$ cat config.mk
export PLATFORM = sky130hd
export DESIGN_NAME = hp_slot_evt_regs
export DESIGN_NICKNAME = d
export VERILOG_FILES = /design/src/rtl/hp_evt_pkg.sv /design/src/rtl/hp_sync.sv /design/src/rtl/hp_slot_evt.sv /design/src/rtl/hp_ctl_evt.sv /design/src/rtl/hp_slot_evt_regs.sv
export SDC_FILE = /design/constraint.sdc
export NUM_CORES = 1
export LEC_CHECK = 0
export CORE_UTILIZATION = 49
export DETAILED_ROUTE_END_ITERATION = 6
export HOLD_SLACK_MARGIN = 0.05
export PLACE_DENSITY_LB_ADDON = 0.05
export SYNTH_ARGS = -nofsm -noshare
export SYNTH_HDL_FRONTEND = slang
export SYNTH_SLANG_ARGS = --single-unit
$ cat constraint.sdc
create_clock -name clk -period 1.7 [get_ports clk]
set_input_delay 0.255 -clock clk [delete_from_list [all_inputs] [get_ports clk]]
set_output_delay 0.255 -clock clk [all_outputs]
set_load 0.1 [all_outputs]
$ cat src/rtl/hp_evt_pkg.sv
`timescale 1ns/1ps
package hp_evt_pkg;
  localparam int REG_W = 32;

  // slot word live fields
  localparam int B_STATE  = 0;
  localparam int B_PIND   = 2;
  localparam int B_AIND   = 4;
  localparam int B_PGOOD  = 6;
  localparam int B_BTN    = 7;
  localparam int B_MRL    = 8;
  localparam int B_CAP66  = 9;
  localparam int B_PRSNT  = 10;
  localparam int B_PCIX   = 12;

  // event indices, offsets from the event / mask base
  localparam int NUM_EV   = 5;
  localparam int EV_PRSNT = 0;
  localparam int EV_ISOF  = 1;
  localparam int EV_BTN   = 2;
  localparam int EV_MRL   = 3;
  localparam int EV_CONF  = 4;
  localparam int B_EVT    = 16;
  localparam int B_IMSK   = 24;
  localparam int B_SMSK   = 29;
  localparam int NUM_SMSK = 2;

  // controller word
  localparam int C_MSK    = 0;
  localparam int NUM_CMSK = 4;
  localparam int C_GIMSK  = 0;
  localparam int C_GSMSK  = 1;
  localparam int C_CMSK   = 2;
  localparam int C_AMSK   = 3;
  localparam int C_DET    = 16;

  // word map
  localparam int A_LOC    = 0;
  localparam int A_CTL    = 1;
  localparam int A_SLOT0  = 2;
endpackage

$ cat src/rtl/hp_sync.sv
`timescale 1ns/1ps
module hp_sync #(
  parameter int W      = 1,
  parameter int STAGES = 2
) (
  input  logic         clk,
  input  logic         rst,
  input  logic [W-1:0] d,
  output logic [W-1:0] q
);
  logic [W-1:0] pipe [STAGES];

  always_ff @(posedge clk) begin
    if (rst) begin
      for (int k = 0; k < STAGES; k++) pipe[k] <= '0;
    end else begin
      pipe[0] <= d;
      for (int k = 1; k < STAGES; k++) pipe[k] <= pipe[k-1];
    end
  end

  assign q = pipe[STAGES-1];
endmodule

$ cat src/rtl/hp_slot_evt.sv
`timescale 1ns/1ps
module hp_slot_evt
  import hp_evt_pkg::*;
#(
  parameter int PROG_IF     = 2,
  parameter int SYNC_STAGES = 2
) (
  input  logic                clk,
  input  logic                rst,
  input  logic [1:0]          state,
  input  logic [1:0]          pwr_ind,
  input  logic [1:0]          attn_ind,
  input  logic                cap66,
  input  logic [2:0]          pcix,
  input  logic [1:0]          prsnt,
  input  logic                button,
  input  logic                mrl_open,
  input  logic                iso_fault,
  input  logic                con_fault,
  input  logic                wr_en,
  input  logic [NUM_EV-1:0]   wd_clr,
  input  logic [NUM_EV-1:0]   wd_imsk,
  input  logic [NUM_SMSK-1:0] wd_smsk,
  output logic [REG_W-1:0]    word,
  output logic                pend,
  output logic                serr_req
);
  localparam int PIN_W = 6;

  logic [PIN_W-1:0]    pins_s, pins_prev;
  logic [NUM_EV-1:0]   hit, evt, imsk;
  logic [NUM_SMSK-1:0] smsk;
  logic [2:0]          pcix_rd;

  // pin order: [1:0] presence, 2 mrl, 3 button, 4 iso fault, 5 con fault
  hp_sync #(.W(PIN_W), .STAGES(SYNC_STAGES)) u_sync (
    .clk (clk),
    .rst (rst),
    .d   ({con_fault, iso_fault, button, mrl_open, prsnt}),
    .q   (pins_s)
  );

  always_ff @(posedge clk) begin
    if (rst) pins_prev <= '0;
    else     pins_prev <= pins_s;
  end

  always_comb begin
    hit           = '0;
    hit[EV_PRSNT] = pins_s[1:0] != pins_prev[1:0];
    hit[EV_MRL]   = pins_s[2] ^ pins_prev[2];
    hit[EV_BTN]   = pins_s[3] & ~pins_prev[3];
    hit[EV_ISOF]  = pins_s[4] & ~pins_prev[4];
    hit[EV_CONF]  = pins_s[5] & ~pins_prev[5];
  end

  for (genvar e = 0; e < NUM_EV; e++) begin : g_evt
    always_ff @(posedge clk) begin
      if (rst) evt[e] <= 1'b0;
      else     evt[e] <= hit[e] | (evt[e] & ~(wr_en & wd_clr[e]));
    end
  end

  always_ff @(posedge clk) begin
    if (rst) begin
      imsk <= '1;
      smsk <= '1;
    end else if (wr_en) begin
      imsk <= wd_imsk;
      smsk <= wd_smsk;
    end
  end

  if (PROG_IF == 1) begin : g_pi1
    logic pcix_unused;
    assign pcix_unused = pcix[2];
    assign pcix_rd     = {1'b0, pcix[1:0]};
  end else begin : g_pi2
    assign pcix_rd = pcix;
  end

  always_comb begin
    word                          = '0;
    word[B_STATE +: 2]            = state;
    word[B_PIND  +: 2]            = pwr_ind;
    word[B_AIND  +: 2]            = attn_ind;
    word[B_PGOOD]                 = ~(pins_s[4] | pins_s[5]);
    word[B_BTN]                   = pins_s[3];
    word[B_MRL]                   = pins_s[2];
    word[B_CAP66]                 = cap66;
    word[B_PRSNT +: 2]            = pins_s[1:0];
    word[B_PCIX  +: 3]            = pcix_rd;
    word[B_EVT   +: NUM_EV]       = evt;
    word[B_IMSK  +: NUM_EV]       = imsk;
    word[B_SMSK  +: NUM_SMSK]     = smsk;
  end

  assign pend     = |(evt & ~imsk);
  assign serr_req = (evt[EV_MRL] & ~smsk[0]) | (evt[EV_CONF] & ~smsk[1]);
endmodule

$ cat src/rtl/hp_ctl_evt.sv
`timescale 1ns/1ps
module hp_ctl_evt
  import hp_evt_pkg::*;
(
  input  logic                clk,
  input  logic                rst,
  input  logic                wr_en,
  input  logic [NUM_CMSK-1:0] wd_msk,
  input  logic [1:0]          wd_clr,
  input  logic                cmd_done,
  input  logic                arb_timeout,
  output logic [REG_W-1:0]    word,
  output logic                gimsk,
  output logic                gsmsk,
  output logic                cmd_pend,
  output logic                arb_serr
);
  logic [NUM_CMSK-1:0] msk;
  logic                cdet, adet;

  always_ff @(posedge clk) begin
    if (rst) begin
      msk  <= '1;
      cdet <= 1'b0;
      adet <= 1'b0;
    end else begin
      if (wr_en) msk <= wd_msk;
      cdet <= cmd_done    | (cdet & ~(wr_en & wd_clr[0]));
      adet <= arb_timeout | (adet & ~(wr_en & wd_clr[1]));
    end
  end

  always_comb begin
    word                    = '0;
    word[C_MSK +: NUM_CMSK] = msk;
    word[C_DET]             = cdet;
    word[C_DET+1]           = adet;
  end

  assign gimsk    = msk[C_GIMSK];
  assign gsmsk    = msk[C_GSMSK];
  assign cmd_pend = cdet & ~msk[C_CMSK];
  assign arb_serr = adet & ~msk[C_AMSK];
endmodule

$ cat src/rtl/hp_slot_evt_regs.sv
`timescale 1ns/1ps
module hp_slot_evt_regs
  import hp_evt_pkg::*;
#(
  parameter int NUM_SLOTS   = 4,
  parameter int ADDR_W      = 4,
  parameter int PROG_IF     = 2,
  parameter int SYNC_STAGES = 2
) (
  input  logic                   clk,
  input  logic                   rst,
  input  logic [ADDR_W-1:0]      reg_addr,
  input  logic                   reg_wr,
  input  logic                   reg_rd,
  input  logic [31:0]            reg_wdata,
  output logic [31:0]            reg_rdata,
  input  logic [2*NUM_SLOTS-1:0] slot_state_i,
  input  logic [2*NUM_SLOTS-1:0] slot_pwr_ind_i,
  input  logic [2*NUM_SLOTS-1:0] slot_attn_ind_i,
  input  logic [NUM_SLOTS-1:0]   slot_cap66_i,
  input  logic [3*NUM_SLOTS-1:0] slot_pcix_i,
  input  logic [2*NUM_SLOTS-1:0] slot_prsnt_i,
  input  logic [NUM_SLOTS-1:0]   slot_button_i,
  input  logic [NUM_SLOTS-1:0]   slot_mrl_open_i,
  input  logic [NUM_SLOTS-1:0]   slot_iso_fault_i,
  input  logic [NUM_SLOTS-1:0]   slot_con_fault_i,
  input  logic                   cmd_done_i,
  input  logic                   arb_timeout_i,
  output logic                   irq_o,
  output logic                   serr_o
);
  localparam int LOC_W = NUM_SLOTS + 1;

  logic [REG_W-1:0]     slot_word [NUM_SLOTS];
  logic [NUM_SLOTS-1:0] slot_wr, slot_pend, slot_serr;
  logic [REG_W-1:0]     ctl_word, rd_mux;
  logic [LOC_W-1:0]     loc_vec;
  logic                 loc_any;
  logic                 ctl_wr, gimsk, gsmsk, cmd_pend, arb_serr;
  logic                 wdata_unused;

  assign wdata_unused = ^{reg_wdata[31], reg_wdata[23:21], reg_wdata[15:4]};

  for (genvar i = 0; i < NUM_SLOTS; i++) begin : g_slot
    assign slot_wr[i] = reg_wr && (reg_addr == ADDR_W'(A_SLOT0 + i));

    hp_slot_evt #(.PROG_IF(PROG_IF), .SYNC_STAGES(SYNC_STAGES)) u_slot (
      .clk       (clk),
      .rst       (rst),
      .state     (slot_state_i[2*i +: 2]),
      .pwr_ind   (slot_pwr_ind_i[2*i +: 2]),
      .attn_ind  (slot_attn_ind_i[2*i +: 2]),
      .cap66     (slot_cap66_i[i]),
      .pcix      (slot_pcix_i[3*i +: 3]),
      .prsnt     (slot_prsnt_i[2*i +: 2]),
      .button    (slot_button_i[i]),
      .mrl_open  (slot_mrl_open_i[i]),
      .iso_fault (slot_iso_fault_i[i]),
      .con_fault (slot_con_fault_i[i]),
      .wr_en     (slot_wr[i]),
      .wd_clr    (reg_wdata[B_EVT +: NUM_EV]),
      .wd_imsk   (reg_wdata[B_IMSK +: NUM_EV]),
      .wd_smsk   (reg_wdata[B_SMSK +: NUM_SMSK]),
      .word      (slot_word[i]),
      .pend      (slot_pend[i]),
      .serr_req  (slot_serr[i])
    );
  end

  assign ctl_wr = reg_wr && (reg_addr == ADDR_W'(A_CTL));

  hp_ctl_evt u_ctl (
    .clk         (clk),
    .rst         (rst),
    .wr_en       (ctl_wr),
    .wd_msk      (reg_wdata[C_MSK +: NUM_CMSK]),
    .wd_clr      (reg_wdata[C_DET +: 2]),
    .cmd_done    (cmd_done_i),
    .arb_timeout (arb_timeout_i),
    .word        (ctl_word),
    .gimsk       (gimsk),
    .gsmsk       (gsmsk),
    .cmd_pend    (cmd_pend),
    .arb_serr    (arb_serr)
  );

  assign loc_vec = {slot_pend, cmd_pend};
  assign loc_any = |loc_vec;

  always_comb begin
    rd_mux = '0;
    if (reg_addr == ADDR_W'(A_LOC))      rd_mux = REG_W'(loc_vec);
    else if (reg_addr == ADDR_W'(A_CTL)) rd_mux = ctl_word;
    for (int i = 0; i < NUM_SLOTS; i++)
      if (reg_addr == ADDR_W'(A_SLOT0 + i)) rd_mux = slot_word[i];
  end

  always_ff @(posedge clk) begin
    if (rst) begin
      reg_rdata <= '0;
      irq_o     <= 1'b0;
      serr_o    <= 1'b0;
    end else begin
      reg_rdata <= reg_rd ? rd_mux : '0;
      irq_o     <= loc_any & ~gimsk;
      serr_o    <= ~gsmsk & ((|slot_serr) | arb_serr);
    end
  end
endmodule

Word level (Yosys, flattened, before mapping)
Memory sizes are Yosys's and may differ from the RTL's.
Index checks and enable logic that the tools add are counted.

word-level totals
  register bits = 112
  RAM bits = 48
  input bits = 106
  memories kept = 4

memories
  memory                        depth  bits a word  read ports  clocked after Yosys merged registers in  write ports  line           RTL
  g_slot[0].u_slot.u_sync.pipe  2      6            2           0                                        2            hp_sync.sv:11  logic [W-1:0] pipe [STAGES];
  g_slot[1].u_slot.u_sync.pipe  2      6            2           0                                        2            hp_sync.sv:11
  g_slot[2].u_slot.u_sync.pipe  2      6            2           0                                        2            hp_sync.sv:11
  g_slot[3].u_slot.u_sync.pipe  2      6            2           0                                        2            hp_sync.sv:11

cells by class
  equal/unequal tests = 9
  muxes and demuxes = 17
  bitwise gates (word level) = 170
  reduce and logical (&&, ||, !) cells = 14

operators with widths
  kind                                                                   number
  31-bit 2-to-1 mux                                                      4
  1-bit AND                                                              68
  1-bit NOT                                                              51
  6-bit 2-to-1 mux                                                       8
  1-bit bitwise OR                                                       39
  18-bit 2-to-1 mux                                                      2
  21-bit OR reduction                                                    1
  5-bit AND                                                              4
  5-bit NOT                                                              4
  5-bit OR reduction                                                     4
  4-bit by 2-bit equality test with 1-bit output, second input constant  2
  4-bit by 3-bit equality test with 1-bit output, second input constant  2
  2-bit inequality test                                                  4
  7-bit OR reduction                                                     1
  1-bit logical AND                                                      5
  4-bit by 1-bit equality test with 1-bit output, second input constant  1
  4-bit logical NOT                                                      1
  4-bit OR reduction                                                     1
  1-bit bitwise XOR                                                      4
  1-bit 2-to-1 mux                                                       3
  2-bit OR reduction                                                     1

Logic depth before layout (Yosys ltp)
  word-level depth = 8
  depth in mapped cells = 8

By module
Synthesis repeated with hierarchy kept, for this count alone.

unflattened totals
  cell total of the unflattened synthesis = 784
  area, all modules = 7452.1 µm²

modules (own cells, without submodules)
  module            times used  cells each  area an instance (µm²)  sequential area each (µm²)
  hp_slot_evt       4           89          787.0                   360.3
  hp_slot_evt_regs  1           250         2192.1                  680.7
  hp_sync           4           31          411.6                   240.2
  hp_ctl_evt        1           54          465.4                   120.1

Worst setup path before layout
OpenSTA, ideal clock, no wires.

  path type = input port to flip-flop
  from = input port reg_addr[0]
  to = register g_slot[2].u_slot.evt[2]
  setup time = 0.128 ns
  data arrival time = 1.465 ns
  data required time = 1.572 ns
  setup slack = 0.108 ns
  cell stages on the path = 8
  path through = buf_2 -> nor4b_4 -> and2_1 -> buf_2 -> buf_4 -> nand2_1 -> a21oi_1 -> nor2_1

on the way
  longest elaborated chain between the ends = 6

RTL lines
  item                                            line                    RTL
  start, declared                                 hp_slot_evt_regs.sv:12  input logic [ADDR_W-1:0] reg_addr,
  4-bit by 3-bit equality test with 1-bit output  hp_slot_evt_regs.sv:45  assign slot_wr[i] = reg_wr && (reg_addr == ADDR_W'(A_SLOT0 + i));
  1-bit logical AND                               hp_slot_evt_regs.sv:45
  1-bit AND                                       hp_slot_evt.sv:60       else evt[e] <= hit[e] | (evt[e] & ~(wr_en & wd_clr[e]));
  1-bit NOT                                       hp_slot_evt.sv:60
  1-bit AND                                       hp_slot_evt.sv:60
  1-bit bitwise OR                                hp_slot_evt.sv:60
  end signal, assigned by index                   hp_slot_evt.sv:60
  end, declared                                   hp_slot_evt.sv:31       logic [NUM_EV-1:0] hit, evt, imsk;

No other way between the ends.
A chain may end at the register's enable or synchronous reset.

Worst setup path after layout
  from = input port reg_addr[1]
  to = register reg_rdata[1]

on the way
  longest elaborated chain between the ends = 7
  elaborated cells on any way between the ends = 12
  those cells by class = 5 x eq/ne; 6 x mux; 1 x reduce/logical

RTL lines
  item                                            line                     RTL
  4-bit by 1-bit equality test with 1-bit output  hp_slot_evt_regs.sv:93   else if (reg_addr == ADDR_W'(A_CTL)) rd_mux = ctl_word;
  18-bit 2-to-1 mux                               hp_slot_evt_regs.sv:93
  18-bit 2-to-1 mux                               hp_slot_evt_regs.sv:92   if (reg_addr == ADDR_W'(A_LOC)) rd_mux = REG_W'(loc_vec);
  31-bit 2-to-1 mux (3 in a row)                  hp_slot_evt_regs.sv:95   if (reg_addr == ADDR_W'(A_SLOT0 + i)) rd_mux = slot_word[i];
  31-bit 2-to-1 mux *                             hp_slot_evt_regs.sv:95
  end signal, assigned                            hp_slot_evt_regs.sv:104  reg_rdata <= reg_rd ? rd_mux : '0;
  end, declared                                   hp_slot_evt_regs.sv:16   output logic [31:0] reg_rdata,

Every way passes the cells marked *; elsewhere a longest branch is shown, timed or not.

==> flow_metrics.tcl <==
set metrics [dict create \
    violations "design-rule violations" \
    cts-root-buf "clkbuf_16" \
    synth_edf_count 0 \
    grt.busiest_layer "met2" \
    hold_viol_final 0 \
    gr-total-overflow 0 \
    slowest_delay_ns 0.49 \
    r2r-end "reg_rdata[3]$_SDFF_PP0_" \
    reg2regPathDepth 5 \
    powerDensity_nw_per_um2 1020 \
    drt-pass1-iter-count 7 \
    grt_pass1_wl_mm 24.7 \
    ant_nets 0 \
    cp.required_ns 1.98 \
    grtUsageMet1_pct 29.5 \
    path_cells "clkdlybuf4s50_1 -> buf_4 -> nor2b_1 -> a22o_1 -> a2111oi_0 -> a221oi_1" \
    vias_per_cell 5.33 \
    synth_top_cell_by_area "dfxtp_1" \
    worst-setup-path-type "primary input to flip-flop" \
    dieArea_um2 12500 \
    die_y_um 112 \
    yosys_warnings 0 \
    tightest_slew_ns 0.599 \
    port_buffers 118 \
    fin_worst_skew_ns 0.00672 \
    hold_end "reg_rdata[5]$_SDFF_PP0_" \
    setup_viol 0 \
    num-nets-final 880 \
    ys_async_sr_fraction_pct 0 \
    critPathMaxFanout 5 \
    diodes 0 \
    die_w_um 112 \
    r2r_slack_ns 0.11 \
    cts_sinks 155 \
    place_area_um2 7750 \
    cts_tree "yes" \
    syn_area_per_cell_um2 9.26 \
    antenna_found_initial 0 \
    min_path_type "primary input to flip-flop" \
    whs_path_depth 4 \
    cpMaxStageDelayCell "a2111oi_0" \
    outcome "finished with violations" \
    slew_headroom_pct 60.0 \
    ys_ff_latch 155 \
    num_vias 4954 \
    ys_types 44 \
    use_met2_pct 45.3 \
    arrival_ns 1.89 \
    hold_start "rst" \
    core_um2 11600 \
    grt_max_degree 129 \
    slew_violations 0 \
    worstSkewPairLatency_ns 0.42 \
    netlist_top_cells_area "dfxtp_1 (52%), nor2b_1 (9.6%), nand2_1 (5.1%), a21oi_1 (3.6%), nor2_1 (2.9%)" \
    gp_congestion 0.888 \
    area_growth_pct 41.0 \
    synth_flop_cell "dfxtp_1" \
    drt_iter0_drc 334 \
    synthCells 639 \
    multi_input_area_um2 2490 \
    start_kind "primary input" \
    path_clk_slew_ns 0.07 \
    post_drt_wl_per_cell_um 16.6 \
    final_cell_count_no_fill 930 \
    fin_crit_ns 1.61 \
    rsz0062_at_grt "no" \
    std_cell_rows 39 \
    register_area_um2 3100 \
    finalCritPeriodShare_pct 94.9 \
    dp_cells 898 \
    end_kind "flip-flop" \
    numCtsBuffers 17 \
    ir_drop_mv 1.02 \
    netlist.area_leader.share_pct 52.5 \
    clock.fmax_mhz 620 \
    grt_use_met3_pct 6.26 \
    hpwl_mm 11.3 \
    start_util_pct 50.9 \
    io_pins 140 \
    routed_wl_mm 15.5 \
    final_layout_size_suffix_gt1_share_pct 15.1 \
    p_leak_nw 3.36 \
    first_global_vias 4889 \
    cts_buffer_depth 2 \
    syn_area_um2 5910 \
    r2r-start "g_slot[2].u_slot.word[18]$_SDFF_PP0_" \
    seq_area_frac_synth_pct 52.5 \
    route.detailed.drc 12 \
    track_usage_pct 25.8 \
    max_cap_viol_count 0 \
    fillers 889 \
    cts_setup_buffers 0 \
    h-tree-depth 4 \
    fin_area_um2 8340 \
]
## worst max-delay path: cells and delay by family
kind,cells,cell delay [ns]
buf+inv,2,0.64
compound gates,3,0.82
simple gates,1,0.17
## metal layers
layer,vias up,wire length [um]
li1,2412,-
met1,2305,6300
met4,0,527
met3,36,772
met2,201,7870
met5,-,0
## worst max path at each step
stage / startpoint / depth (start not counted) / endpoint / slack (ns)
floorplan: reg_addr[0] / 8 / g_slot[2].u_slot.word[18]$_SDFF_PP0_ / 0.11
global placement: reg_addr[3] / 6 / u_ctl.msk[0]$_SDFFE_PP1N_ / -0.28
detailed placement: reg_addr[1] / 6 / reg_rdata[1]$_SDFF_PP0_ / -0.35
CTS: g_slot[2].u_slot.word[18]$_SDFF_PP0_ / 5 / reg_rdata[3]$_SDFF_PP0_ / 0.007
global route: reg_addr[1] / 6 / reg_rdata[1]$_SDFF_PP0_ / 0.004
finish: reg_addr[1] / 6 / reg_rdata[1]$_SDFF_PP0_ / 0.09
## repair_timing
item                                   CTS  global route
setup endpoints to repair                0             1
gates resized for setup                  0             1
endpoints found under the hold margin    0             0
hold buffers                             0             0
## registers in the layout, indices dropped and copies added, names as in the netlist
name	flops
g_slot.u_slot.u_sync.pipe	48
reg_rdata	27
g_slot.u_slot.pins_prev	24
g_slot.u_slot.imsk	20
g_slot.u_slot.word	20
g_slot.u_slot.smsk	8
u_ctl.msk	4
irq_o	1
serr_o	1
u_ctl.adet	1
u_ctl.cdet	1
## logic make-up (layout without fill, tap and decap cells)
kind of cell / Yosys count / after routing / share of synthesized area (%)
buffers and inverters: 79 / 223 / 5.71
DFF: 155 / 155 / 52.5
xor gates and xnor gates: 12 / 12 / 1.78
AOI/OAI and AO/OA: 126 / 126 / 14.9
and+or+nand+nor: 251 / 251 / 22.1
muxes: 15 / 15 / 3.05
other: 1 / 5 / 0.0634
## report_power, final
part	internal, mW	switching (mW)
clock	2.12	1.61
sequential	3.77	0.0944
combinational	0.453	0.462
total	6.34	2.17
## synthesized netlist by cell type, drive strengths merged, types with 5 or more instances
master	instances
nor2b	91
clkbuf	23
nor2	46
a211o	19
a221oi	5
a22o	5
nand3b	14
o21ai	8
a22oi	20
dfxtp	155
a222oi	7
nand3	5
nand2	80
buf	23
inv	33
mux2	14
xnor2	8
a21oi	42
## placed cells by master (no fill, tap or decap), types with 17 or more instances in the layout
master           instances
buf_12                  36
clkbuf_16               17
a21oi_1                 42
dfxtp_1                155
clkdlybuf4s50_1         88
inv_1                   33
nor2_1                  46
nor2b_1                 91
nand2_1                 80
a22oi_1                 20
buf_4                   34
a211o_1                 19
## through the flow
| stage | TNS (ns) | hold WS, ns | total power, mW | worst slack [ns] | util [%] |
|---|---|---|---|---|---|
| floorplan | 0 | 0.372 | 4.40 | 0.108 | - |
| global placement | -13.67 | 0.418 | 4.83 | -0.277 | 66.7 |
| detailed placement | -16.91 | 0.422 | 4.85 | -0.351 | 66.7 |
| CTS | 0 | 0.347 | 8.56 | 0.00716 | 71.8 |
| global route | 0 | 0.376 | 8.80 | 0.00441 | 71.8 |
| finish | 0 | 0.355 | 8.51 | 0.0859 | 71.8 |
## cell type report
type	count	share of cell area [%]
clock buffers	18	5.27
inverters	33	1.49
well taps	143	2.15
multi-input cells	409	29.9
repair buffers	158	22.3
flip-flops and latches	155	37.2
clock inverters	14	1.77
Power figures use the tool's default switching activity.
